$ cat config.mk
export PLATFORM = sky130hd
export DESIGN_NAME = dly_regfile
export DESIGN_NICKNAME = d
export VERILOG_FILES = /design/src/rtl/dly_regfile.sv
export SDC_FILE = /design/constraint.sdc
export NUM_CORES = 1
export LEC_CHECK = 0
export ABC_AREA = 1
export ABC_CLOCK_PERIOD_IN_PS = 2500
export BUFFER_PORTS_ARGS = -buffer_cell sky130_fd_sc_hd__buf_2
export CAP_MARGIN = 30
export CORE_MARGIN = 4
export CORE_UTILIZATION = 45
export DETAILED_ROUTE_END_ITERATION = 16
export PLACE_DENSITY_LB_ADDON = 0.12
export SLEW_MARGIN = 0
export SYNTH_ARGS = -nofsm -noshare
export SYNTH_HDL_FRONTEND = slang
export SYNTH_SLANG_ARGS = --single-unit
$ cat constraint.sdc
create_clock -name clk -period 2.5 [get_ports clk]
set_clock_uncertainty 0.1 [all_clocks]
set_input_delay 0.125 -clock clk [delete_from_list [all_inputs] [get_ports clk]]
set_output_delay 0.125 -clock clk [all_outputs]
set_load 0.01 [all_outputs]
$ cat src/rtl/dly_regfile.sv
module dly_regfile #(
  parameter logic [15:0] VERSION   = 16'h0110,
  parameter logic [3:0]  FINE_MASK = 4'b1011,
  parameter logic [3:0]  OR_MASK   = 4'b0110,
  parameter bit          TCLK_USED = 1'b1,
  parameter bit          FAST_BS   = 1'b1
) (
  input  logic         clk,
  input  logic         rst_n,
  input  logic         cmd_stb,
  input  logic [4:0]   fcode,
  input  logic [3:0]   subaddr,
  input  logic [15:0]  wdata,
  input  logic         bs_ok,
  input  logic         tc_ok,
  input  logic         pll_unlock,
  input  logic         inhibit,
  input  logic [3:0]   ch_timing,
  input  logic [3:0]   ch_armed,
  output logic [15:0]  rdata,
  output logic         q_ack,
  output logic [3:0]   ch_enable,
  output logic [127:0] delay_bus,
  output logic         lam_req
);
  localparam int NCH = 4;
  localparam int DW = 32;
  localparam logic [15:0] MOD_ID = 16'h01DF;

  logic [DW-1:0] dly [NCH];
  logic lat_bs, lat_tc, lat_pll;

  wire       lo8    = (subaddr[3] == 1'b0);
  wire       lo4    = (subaddr[3:2] == 2'b00);
  wire [1:0] wsel   = subaddr[2:1];
  wire       do_wr  = cmd_stb && fcode == 5'd16 && lo8;
  wire       do_rd  = cmd_stb && fcode == 5'd0  && lo8;
  wire       do_en  = cmd_stb && fcode == 5'd26 && lo4;
  wire       do_dis = cmd_stb && fcode == 5'd24 && lo4;
  wire       do_rst = cmd_stb && fcode == 5'd9  && subaddr == 4'd0;
  wire       do_clr = cmd_stb && fcode == 5'd10 && subaddr == 4'd0;
  wire       do_st  = cmd_stb && fcode == 5'd1  && subaddr == 4'd0;
  wire       do_lam = cmd_stb && fcode == 5'd1  && subaddr == 4'd1;
  wire       do_id  = cmd_stb && fcode == 5'd6  && subaddr <= 4'd2;

  assign lam_req = lat_bs | lat_tc;

  always_ff @(posedge clk or negedge rst_n) begin
    if (!rst_n) begin
      for (int i = 0; i < NCH; i++) dly[i] <= '0;
      ch_enable <= '0;
    end else if (do_rst) begin
      for (int i = 0; i < NCH; i++) dly[i] <= '0;
      ch_enable <= '0;
    end else begin
      if (do_wr) begin
        if (subaddr[0]) dly[wsel][31:16] <= wdata;
        else            dly[wsel][15:0]  <= wdata;
      end
      if (do_en)  ch_enable[subaddr[1:0]] <= 1'b1;
      if (do_dis) ch_enable[subaddr[1:0]] <= 1'b0;
    end
  end

  always_ff @(posedge clk or negedge rst_n) begin
    if (!rst_n) begin
      lat_bs <= 1'b0; lat_tc <= 1'b0; lat_pll <= 1'b0;
    end else if (do_rst || do_clr) begin
      lat_bs <= 1'b0; lat_tc <= 1'b0; lat_pll <= 1'b0;
    end else begin
      lat_bs  <= lat_bs  | ~bs_ok;
      lat_tc  <= lat_tc  | ~tc_ok;
      lat_pll <= lat_pll | pll_unlock;
    end
  end

  always_comb begin
    rdata = '0;
    if (do_rd)
      rdata = subaddr[0] ? dly[wsel][31:16] : dly[wsel][15:0];
    else if (do_st)
      rdata = {ch_enable, ch_armed, ch_timing, inhibit, pll_unlock, tc_ok, bs_ok};
    else if (do_lam)
      rdata = {FAST_BS, TCLK_USED, 9'd0, lam_req, inhibit, lat_pll, lat_tc, lat_bs};
    else if (do_id)
      case (subaddr[1:0])
        2'd0:    rdata = MOD_ID;
        2'd1:    rdata = VERSION;
        default: rdata = {FAST_BS, TCLK_USED, 6'd0, OR_MASK, FINE_MASK};
      endcase
  end

  assign q_ack = do_rd | do_st | do_lam | do_id | do_wr | do_en | do_dis | do_rst | do_clr;

  for (genvar c = 0; c < NCH; c++) begin : g_bus
    assign delay_bus[c*DW +: DW] = dly[c];
  end
endmodule


==> results.sh <==
export IMPL_crit_slowest_cell="inv_1"
export IMPL_crit_fanout=13
export IMPL_max_clock_freq_mhz=470
export IMPL_ctsLongestPathBuffers=2
export IMPL_vias=8522
export IMPL_ys_types=24
export IMPL_status="completed"
export IMPL_syn_cell_area_um2=7760
export IMPL_grt_usage_pct=30.8
export IMPL_wl_per_cell_um=19.9
export IMPL_clk_pin_slew_ps=60
export IMPL_fin_setup_tns_ps=0
export IMPL_fin_util_pct=57.2
export IMPL_post_cts_resized=0
export IMPL_place_area_um2=8860
export IMPL_grt_pass1_wl_mm=46.3
export IMPL_ant_nets=0
export IMPL_setup_violations=0
export IMPL_cts_hold_buf=14
export IMPL_grt_antenna_before_repair=0
export IMPL_start_util_pct=46.3
export IMPL_vias_per_cell=5.57
export IMPL_place_hpwl_mm=22.1
export IMPL_rsz0062_at_grt="false"
export IMPL_cts_root_buf="clkbuf_16"
export IMPL_tritoncts="done"
export IMPL_dieArea_um2=19400
export IMPL_io_buffers=189
export IMPL_grt_max_degree=56
export IMPL_drt_first_pass_iters=6
export IMPL_arrival_ps=1900
export IMPL_crit_family="buffers and inverters"
export IMPL_clk_latency_ps=420
export IMPL_final_cell_area_um2=9580
export IMPL_pin_count=190
export IMPL_multi_input_area_um2=3730
export IMPL_num_nets_final=1337
export IMPL_holdWs_ps=2.91
export IMPL_syn_inst=1115
export IMPL_synth_nets=1155
export IMPL_crit_buf_inv=4
export IMPL_register_area_um2=3380
export IMPL_area_growth_pct=23.5
export IMPL_core_rowCount=47
export IMPL_finalWeightedCongestion=1.02
export IMPL_finalHoldViolCount=0
export IMPL_cp_common_cell="nand2_1"
export IMPL_ys_ff_latch=135
export IMPL_post_route_period_util_pct=85.2
export IMPL_cp_data_required_time_ps=2280
export IMPL_die_w_um=139
export IMPL_period_minus_slack_ps=2130
export IMPL_drc_errors=0
export IMPL_relSlewSlack_pct=57.6
export IMPL_dp_cells=1484
export IMPL_path_class="in2out"
export IMPL_yosysWarnings=0
export IMPL_stdcell_count=1530
export IMPL_grt_pass1_vias=8062
export IMPL_end_kind="primary output"
export IMPL_startpoint_type="input port"
export IMPL_cts_buffers=17
export IMPL_core_um2=16800
export IMPL_grt_overflow_total=0
export IMPL_fillers=1657
export IMPL_crit_chain="buf_2 > nand2_1 > inv_1 > buf_4 > nand2_1 > nand4_1 > nand3_1 > nand2_1 > buf_2"
export IMPL_diodes=0
export IMPL_post_cts_setup_buffer_count=0
export IMPL_worst_pin_slew_ps=634
export IMPL_p_per_area_nw_per_um2=544
export IMPL_syn_area_per_cell_um2=6.96
export IMPL_holdCritPathClass="in2reg"
export IMPL_clock_sinks=135
export IMPL_maxSlewViolCount=0
export IMPL_r2r_slack_ps=1650
export IMPL_leakage_nw=5.49
export IMPL_drive_gt1_share_pct=21.3
export IMPL_ys_seq_area_share_pct=43.5
export IMPL_ir_drop_v=0.000493
export IMPL_die_h_um=139
export IMPL_drt_wl_total_mm=30.5
export IMPL_max_stage_delay_ps=420
export IMPL_drtIter0Drc=1033
export IMPL_htreeDepth=4
export IMPL_max_cap_violations=0
==> layout by cell type, fill, tap and decap left out, drive strengths merged <==
cell type    count
a21oi           35
or2              1
nor2           145
clkinv           8
nor3            52
o21ai            5
a22oi           13
dlygate4sd3     14
bufinv           2
nand3          104
buf            224
nand4           70
dfrtp          135
inv             67
clkbuf          23
nand2          412
==> power breakdown <==
part           internal (mW)  switching (mW)
combinational          0.134           0.378
sequential              2.20          0.0178
clock                   1.54           0.945
==> metrics by stage <==
step / total power [mW] / setup slack, ps
after floorplan: 2.51 / 1020
after global placement: 2.74 / 476
after detailed placement: 2.74 / 479
after CTS: 5.21 / 499
after global routing: 5.36 / 283
final: 5.22 / 371
==> area by class of cell <==
| cell class | count | share of cell area, % |
|---|---|---|
| Clock inverter | 9 | 1.03 |
| Tap cell | 220 | 2.87 |
| Multi-Input combinational cell | 837 | 38.9 |
| Sequential cell | 135 | 35.3 |
| Timing Repair Buffer | 238 | 14.3 |
| Inverter | 68 | 2.69 |
| Clock buffer | 23 | 4.99 |
==> Yosys cell counts <==
library cell    n  area (um2)
buf_2          44         220
clkinv_1        1        3.75
nand2_2         8        50.1
nand4_1        70         438
nor2_4          2        22.5
a21oi_4         1        16.3
o21ai_0         4        20.0
nor2_1        141         529
inv_2           1        3.75
nand2_4         2        22.5
nand3_1        99         495
a21oi_1        34         170
nor3_1         52         260
inv_1          66         248
buf_6           8        90.1
nor2_2          2        12.5
dfrtp_1       135        3380
o21ai_4         1        16.3
or2_2           1        6.26
nand2_1       402        1510
buf_4           4        30.0
clkbuf_1       19        71.3
nand3_2         5        50.1
a22oi_1        13        97.6
==> final timing paths <==
path | start | cells after the start | endpoint
worst max-delay path | subaddr[1] | 9 | rdata[15]
worst min-delay path | wdata[6] | 5 | delay_bus[6]
worst max register to register | ch_enable[1] | 2 | ch_enable[1]
worst min register to register | delay_bus[123] | 2 | delay_bus[123]
max in group asynchronous | rst_n | 3 | delay_bus[40]
min in group asynchronous | rst_n | 2 | delay_bus[116]
==> tightest hold or removal path, delay by kind of cell <==
family	cells	cell delay [ps]
AND/OR/NAND/NOR	4	260
buffers and inverters	1	110
==> registers in the layout, summed over array words and instances, names as in the netlist <==
register	count
lat_bs	1
lat_pll	1
ch_enable	4
delay_bus	128
lat_tc	1
==> routing by layer <==
metal  vias to the layer above  global-route usage [%]  wire length, um  part of all wire, %
li1                       3983                       -                -                    -
met1                      3933                    41.3            12000                   40
met2                       515                    47.9            14200                   47
met3                        91                    7.55             3020                  9.9
met4                         0                    13.0             1230                  4.0
met5                         -                       0                0                    0
==> logic make-up after synthesis <==
| logic type | count (synthesis) | synth area share, % |
|---|---|---|
| flops | 135 | 43.5 |
| simple gates | 784 | 43.8 |
| buf+inv | 143 | 8.59 |
| compound gates | 53 | 4.13 |
No activity file was read; power rests on OpenSTA's default activity.
